[src/rtl/pbs_pkg.sv]
package pbs_pkg;
  localparam int unsigned PBS_DATA_W = 8;
  localparam int unsigned PBS_POLL_BIT = PBS_DATA_W - 1;
  localparam int unsigned PBS_TOG_BIT = PBS_DATA_W - 2;

  typedef logic [PBS_DATA_W-1:0] pbs_byte_t;

  // Status byte served while the write cycle runs
  function automatic pbs_byte_t pbs_status(input pbs_byte_t held, input logic tog);
    pbs_byte_t s;
    s = held;
    s[PBS_POLL_BIT] = ~held[PBS_POLL_BIT];
    s[PBS_TOG_BIT] = tog;
    return s;
  endfunction
endpackage

[src/rtl/pbs_timer.sv]
module pbs_timer
  import pbs_pkg::*;
#(
  parameter int unsigned BUSY_CYCLES = 1_000_000
) (
  input  logic      clk,
  input  logic      rst_n,
  input  logic      start_i,
  input  pbs_byte_t data_i,
  output logic      busy_o,
  output pbs_byte_t held_o
);
  localparam int unsigned CNT_W = $clog2(BUSY_CYCLES + 1);
  localparam logic [CNT_W-1:0] CNT_LOAD = CNT_W'(BUSY_CYCLES - 1);

  logic [CNT_W-1:0] remain_q;

  always_ff @(posedge clk) begin
    if (!rst_n) begin
      busy_o   <= 1'b0;
      remain_q <= '0;
      held_o   <= '0;
    end else if (!busy_o && start_i) begin
      busy_o   <= 1'b1;
      remain_q <= CNT_LOAD;
      held_o   <= data_i;
    end else if (busy_o) begin
      if (remain_q == '0) busy_o <= 1'b0;
      else remain_q <= remain_q - 1'b1;
    end
  end

  AST_START_OPENS: assert property (@(posedge clk) disable iff (!rst_n)
    (!busy_o && start_i) |=> (busy_o && held_o == $past(data_i)));
  AST_RESTART_IGNORED: assert property (@(posedge clk) disable iff (!rst_n)
    (busy_o && start_i) |=> $stable(held_o));
  AST_RISE_NEEDS_START: assert property (@(posedge clk) disable iff (!rst_n)
    $rose(busy_o) |-> $past(start_i));
endmodule

[src/rtl/pbs_toggle.sv]
module pbs_toggle (
  input  logic clk,
  input  logic rst_n,
  input  logic rd_acc_i,
  input  logic busy_i,
  output logic tog_o
);
  always_ff @(posedge clk) begin
    if (!rst_n) tog_o <= 1'b0;
    else if (rd_acc_i && busy_i) tog_o <= ~tog_o;
  end

  AST_TOG_FLIPS: assert property (@(posedge clk) disable iff (!rst_n)
    (rd_acc_i && busy_i) |=> (tog_o != $past(tog_o)));
  AST_TOG_IDLE_HOLD: assert property (@(posedge clk) disable iff (!rst_n)
    !(rd_acc_i && busy_i) |=> $stable(tog_o));
endmodule

[src/rtl/pbs_resp.sv]
module pbs_resp
  import pbs_pkg::*;
(
  input  logic      clk,
  input  logic      rst_n,
  input  logic      req_valid_i,
  output logic      req_ready_o,
  input  pbs_byte_t arr_i,
  input  logic      busy_i,
  input  logic      tog_i,
  input  pbs_byte_t held_i,
  output logic      acc_o,
  output logic      resp_valid_o,
  input  logic      resp_ready_i,
  output pbs_byte_t resp_data_o
);
  pbs_byte_t next_byte;

  assign req_ready_o = !resp_valid_o || resp_ready_i;
  assign acc_o = req_valid_i && req_ready_o;
  assign next_byte = busy_i ? pbs_status(held_i, tog_i) : arr_i;

  always_ff @(posedge clk) begin
    if (!rst_n) begin
      resp_valid_o <= 1'b0;
      resp_data_o  <= '0;
    end else if (acc_o) begin
      resp_valid_o <= 1'b1;
      resp_data_o  <= next_byte;
    end else if (resp_ready_i) begin
      resp_valid_o <= 1'b0;
    end
  end

  AST_HOLD_STALLED: assert property (@(posedge clk) disable iff (!rst_n)
    (resp_valid_o && !resp_ready_i) |=> (resp_valid_o && $stable(resp_data_o)));
  AST_NO_ACCEPT_STALLED: assert property (@(posedge clk) disable iff (!rst_n)
    (resp_valid_o && !resp_ready_i) |-> !acc_o);
endmodule

[src/rtl/pbs_poll_responder.sv]
module pbs_poll_responder
  import pbs_pkg::*;
#(
  parameter int unsigned BUSY_CYCLES = 1_000_000
) (
  input  logic       clk,
  input  logic       rst_n,
  input  logic       prog_start,
  input  logic [7:0] prog_data,
  input  logic       rd_req_valid,
  output logic       rd_req_ready,
  input  logic [7:0] rd_arr_data,
  output logic       rd_resp_valid,
  input  logic       rd_resp_ready,
  output logic [7:0] rd_resp_data,
  output logic       busy
);
  pbs_byte_t held;
  logic      tog;
  logic      rd_acc;

  pbs_timer #(.BUSY_CYCLES(BUSY_CYCLES)) u_timer (
    .clk(clk), .rst_n(rst_n), .start_i(prog_start), .data_i(prog_data),
    .busy_o(busy), .held_o(held)
  );

  pbs_toggle u_toggle (
    .clk(clk), .rst_n(rst_n), .rd_acc_i(rd_acc), .busy_i(busy), .tog_o(tog)
  );

  pbs_resp u_resp (
    .clk(clk), .rst_n(rst_n), .req_valid_i(rd_req_valid), .req_ready_o(rd_req_ready),
    .arr_i(rd_arr_data), .busy_i(busy), .tog_i(tog), .held_i(held), .acc_o(rd_acc),
    .resp_valid_o(rd_resp_valid), .resp_ready_i(rd_resp_ready), .resp_data_o(rd_resp_data)
  );

  AST_POLL_INVERTS: assert property (@(posedge clk) disable iff (!rst_n)
    (rd_acc && busy) |=> (rd_resp_data[7] == ~$past(held[7])));
  AST_LOW_BITS_ECHO: assert property (@(posedge clk) disable iff (!rst_n)
    (rd_acc && busy) |=> (rd_resp_data[5:0] == $past(held[5:0])));
  AST_IDLE_PASS: assert property (@(posedge clk) disable iff (!rst_n)
    (rd_acc && !busy) |=> (rd_resp_data == $past(rd_arr_data)));
endmodule

[config.mk]
export PLATFORM = sky130hd
export DESIGN_NAME = pbs_poll_responder
export DESIGN_NICKNAME = d
export VERILOG_FILES = /design/src/rtl/pbs_pkg.sv /design/src/rtl/pbs_timer.sv /design/src/rtl/pbs_toggle.sv /design/src/rtl/pbs_resp.sv /design/src/rtl/pbs_poll_responder.sv
export SDC_FILE = /design/constraint.sdc
export NUM_CORES = 1
export LEC_CHECK = 0
export ABC_AREA = 1
export BUFFER_PORTS_ARGS = -buffer_cell sky130_fd_sc_hd__buf_2
export CELL_PAD_IN_SITES_DETAIL_PLACEMENT = 1
export CELL_PAD_IN_SITES_GLOBAL_PLACEMENT = 1
export CORE_MARGIN = 5
export CORE_UTILIZATION = 41
export CTS_BUF_LIST = sky130_fd_sc_hd__clkbuf_4 sky130_fd_sc_hd__clkbuf_8
export DETAILED_ROUTE_END_ITERATION = 7
export GPL_ROUTABILITY_DRIVEN = 0
export PLACE_DENSITY_LB_ADDON = 0.15
export SLEW_MARGIN = 30
export SYNTH_ARGS = -nofsm -noshare
export SYNTH_HDL_FRONTEND = slang
export SYNTH_HIERARCHICAL = 1
export SYNTH_SLANG_ARGS = --single-unit
[constraint.sdc]
create_clock -name clk -period 2.2 [get_ports clk]
set_clock_uncertainty 0.05 [all_clocks]
set_input_delay 0.44 -clock clk [delete_from_list [all_inputs] [get_ports clk]]
set_output_delay 0.44 -clock clk [all_outputs]
set_load 0.03 [all_outputs]
* Word level (Yosys, flattened, before mapping)
Cells that the tools add are included.
Word-level totals: input bits 21, output and inout port bits 11, register bits after elaboration 39, word-level logic and storage cells 34
Operators by class: muxes and demuxes 9, bitwise gates (word level) 4, add/subtract/negate cells 1, reductions and logical operators 12, eq/ne operators 1
Operators with widths (number):
- 20-bit two-way mux | 3
- 20-bit zero test | 1
- 20-bit by 1-bit subtractor with 20-bit output (second input constant) | 1
- 8-bit two-way mux | 1
- 1-bit two-way mux | 5
- 1-bit NOT | 4
- 2-bit AND reduction | 2
- 2-bit nonzero test | 2
- 1-bit logical AND | 3
- 1-bit zero test | 2
- 2-bit by 1-bit != test with 1-bit output (second input constant) | 1
- 2-bit OR reduction | 1
- 1-bit logical OR | 1

* Longest topological paths before layout
depth after elaboration 4, depth in mapped cells 11, depth with buffers taken out 11

* Modules after synthesis
Netlist, hierarchy kept.
By module, submodules not included:
- pbs_timer | area an instance 1564.0 um^2, seq. area each 580.6 um^2, instances 1, cells each 241
- pbs_resp | area an instance 533.0 um^2, seq. area each 180.2 um^2, instances 1, cells each 83
- pbs_toggle | area an instance 37.5 um^2, seq. area each 20.0 um^2, instances 1, cells each 5

* Worst setup path before layout
Ideal clock, no wire load.
path kind register to register, start point reg u_timer.remain_q[0], end point reg u_timer.remain_q[1], period minus slack after synthesis 1.551 ns, data arrival time 1.387 ns, data required time 2.037 ns, path slack 0.649 ns, cell stages (with the launch flop) 11, setup time 0.113 ns, path buffers 1, cell sequence dfxtp_1 inv_1 ha_1 nand2_2 nor2_4 nand3_4 nand2_4 buf_8 nor2_1 o21ai_1 inv_1
Between the ends: longest elaborated chain between the ends 4, elaborated cells between the ends (all ways) 7, those cells by class add/sub (1); eq/ne (1); mux (3); reduce/logical (2)
RTL lines:
- start: declaration | RTL line pbs_timer.sv:16 | logic [CNT_W-1:0] remain_q;
- start signal: assignment | RTL line pbs_timer.sv:29 | else remain_q <= remain_q - 1'b1;
- 20-bit by 1-bit subtractor with 20-bit output | RTL line pbs_timer.sv:29
- 20-bit two-way mux | RTL line pbs_timer.sv:28 | if (remain_q == '0) busy_o <= 1'b0;
- 20-bit two-way mux | RTL line pbs_timer.sv:27 | end else if (busy_o) begin
- 20-bit two-way mux | RTL line pbs_timer.sv:23 | end else if (!busy_o && start_i) begin
Parallel ways exist; a longest one is shown, timed or not. The select of a mux whose other input is x is not followed. A chain may end at the register's enable or synchronous reset.

* Final worst setup path
start point reg u_timer.remain_q[0], end point reg u_timer.remain_q[11]
Between the ends: longest elaborated chain between the ends 3, elaborated cells between the ends (all ways) 4, those cells by class add/sub (1); bitwise (1); reduce/logical (2)
RTL lines:
- branches (longest 3 deep; another with 20-bit by 1-bit subtractor with 20-bit output)
Several ways; the timed one is not identified.

==> metrics <==
Pwr Density ~720 nW/um2; syn_area_per_cell between 6 and 7 um2; number of port buffers 30; H-tree Lvls 2; largest net degree at the start of global routing 29; Tmin final roughly 1.9 ns; crit-path max FO 13; Yosys warnings 6; Die Ht about 82 um; max cap viols 0; initial antenna violation count 0; WL per Instance roughly 12 um; first-pass GRT wire length approximately 9100 um; critical path endpoint category flop; Hold Fails Final Rpt 0; DRC violations left 0; final setup violation count 0; Multi-input gate area 1070 um2; RSZ-0062 raised after global routing false; DRT iter0 DRCs between 60 and 70; die width between 80 and 90 um; core area approximately 5000 um2; Final Max Slew Viols 0; final total negative setup slack 0 ns; R2R Path End u_timer/remain_q[11]; worst-case clock buffer depth 2; Setup Fix Bufs, Post-CTS 0; Cells after Synth between 300 and 400; nets 378; CP peak stage delay 0.30 ns; r2r setup slk around 0.35 ns; share of cells above drive strength 1 0.171; period utilisation layout 0.843; Worst EP arrival roughly 2 ns; Clock Pin Slew Worst Setup and Hold Paths 0.08 ns; number of placed I/O pins 32; leakage power 1.22 nW; Hold Path End u_timer/held_o[5]; synthesis-to-layout area growth 13.3%; syn nets ~350; CP Cell Sequence inv_1 -> ha_1 -> nand2_2 -> nor2_4 -> nand3_4 -> nand2_4 -> inv_2 -> nand3_1 -> nand2_1 -> a21oi_1; grt total ovfl 0; number of global-route vias before repair 1952; clock latency on the worst-skew pair between 0.2 and 0.3 ns; Worst-Margin Slew 0.395 ns; f_max roughly 540 MHz; Register Area about 760 um2; status completed; reg2reg start u_timer/remain_q[0]; Min-Delay Startpoint prog_data[5]; Max-slew headroom 0.736; Num CTS Buffers 5; Cells on Worst Hold Path 3; type of the worst setup path flop to flop; Core Util, Final 0.472; Synth Cell Area between 2000 and 2500 um2; Hold WC Path Type input pin to flop; # hold bufs at CTS 0; Starting Density 0.417; std cell rows 26; CP required 2.37 ns; GR Util All Layers 0.174; n_diodes 0; Pre-antenna DRT Iters 4; cell at the slowest stage of the critical path dfxtp_1; Post-Route WL around 5200 um; Via density roughly 4.6; FF-to-FF path depth 10; # clock sinks 38; DP HPWL about 4000 um; # fillers slightly above 700; element type at the critical path start flop; die area 6660 um2; DR vias about 2000; Post-DRT Antenna Nets 0; TritonCTS clock tree yes; post-cts resize count 0; Peak supply drop approximately 0.35 mV; Clock Root Buffer clkbuf_8
==> flip-flops by register name, indices dropped and copies added (netlist names) <==
signal               cells
u_timer/busy_o           1
u_timer/held_o           7
u_resp/resp_data_o       8
u_toggle/tog_o           1
u_resp/resp_valid_o      1
u_timer/remain_q        20
==> power by group <==
part / switching [mW] / internal [mW] / leakage (nW)
Clock: 0.252 / 0.252 / 0.0472
Combinational: 0.281 / 0.142 / 0.861
Sequential: 0.0395 / 0.742 / 0.314
==> metal layers <==
metal,GRT usage,part of all wire
met4,0.0548,0.013
met3,0.0329,0.029
met1,0.234,0.49
met5,0,0
met2,0.283,0.47
==> layout by cell type (no fill, tap or decap), types with 2 or more instances in the layout <==
cell type / count
xor2_1: 4
nand3_1: 23
clkbuf_8: 6
buf_4: 5
nor2_2: 8
o21ai_0: 10
dfxtp_1: 38
nand4_1: 7
nor2_4: 2
nand2_1: 88
buf_2: 30
nand2_4: 2
a21oi_1: 10
a31oi_1: 2
inv_1: 45
nor2_1: 62
inv_2: 2
xnor2_1: 2
==> layout make-up <==
type                    instances  share of cell area
repair buffers                 35              0.0788
flip-flops and latches         38               0.319
multi-input cells             229               0.451
clock buffers                   6              0.0347
clock inverters                 2             0.00525
well taps                      70              0.0368
inverters                      47              0.0741
==> through the flow <==
stage	worst slack [ns]	hold slack [ns]	std cells	power, mW	cell area [um2]
after floorplan	0.649	0.398	325	1.12	2100
after CTS	0.320	0.321	427	1.74	2380
after detailed placement	0.344	0.421	419	1.23	2290
after global placement	0.410	0.420	419	1.21	2290
final	0.345	0.327	427	1.71	2380
after global routing	0.136	0.327	427	1.84	2380
==> worst max-delay path by stage <==
stage	from	end	slack [ns]	depth (start not counted)
6_report	u_timer/remain_q[0]	u_timer/remain_q[11]	0.35	10
3_3_place_gp	u_timer/remain_q[0]	u_timer/remain_q[11]	0.41	10
2_1_floorplan	u_timer/remain_q[0]	u_timer/remain_q[1]	0.65	10
3_5_place_dp	u_timer/remain_q[0]	u_timer/remain_q[11]	0.34	10
5_1_grt	u_timer/remain_q[0]	u_timer/remain_q[11]	0.14	10
4_1_cts	u_timer/remain_q[0]	u_timer/remain_q[11]	0.32	10
==> critical path, delay by kind of cell, from the launching register on <==
family,cells,cell delay [ns]
AOI/OAI and AO/OA,1,0.11
adders and majority gates,1,0.27
buffers and inverters,2,0.24
and+or+nand+nor,6,0.81
DFF,1,0.30
Note: power is estimated with default switching activity, not from simulation.
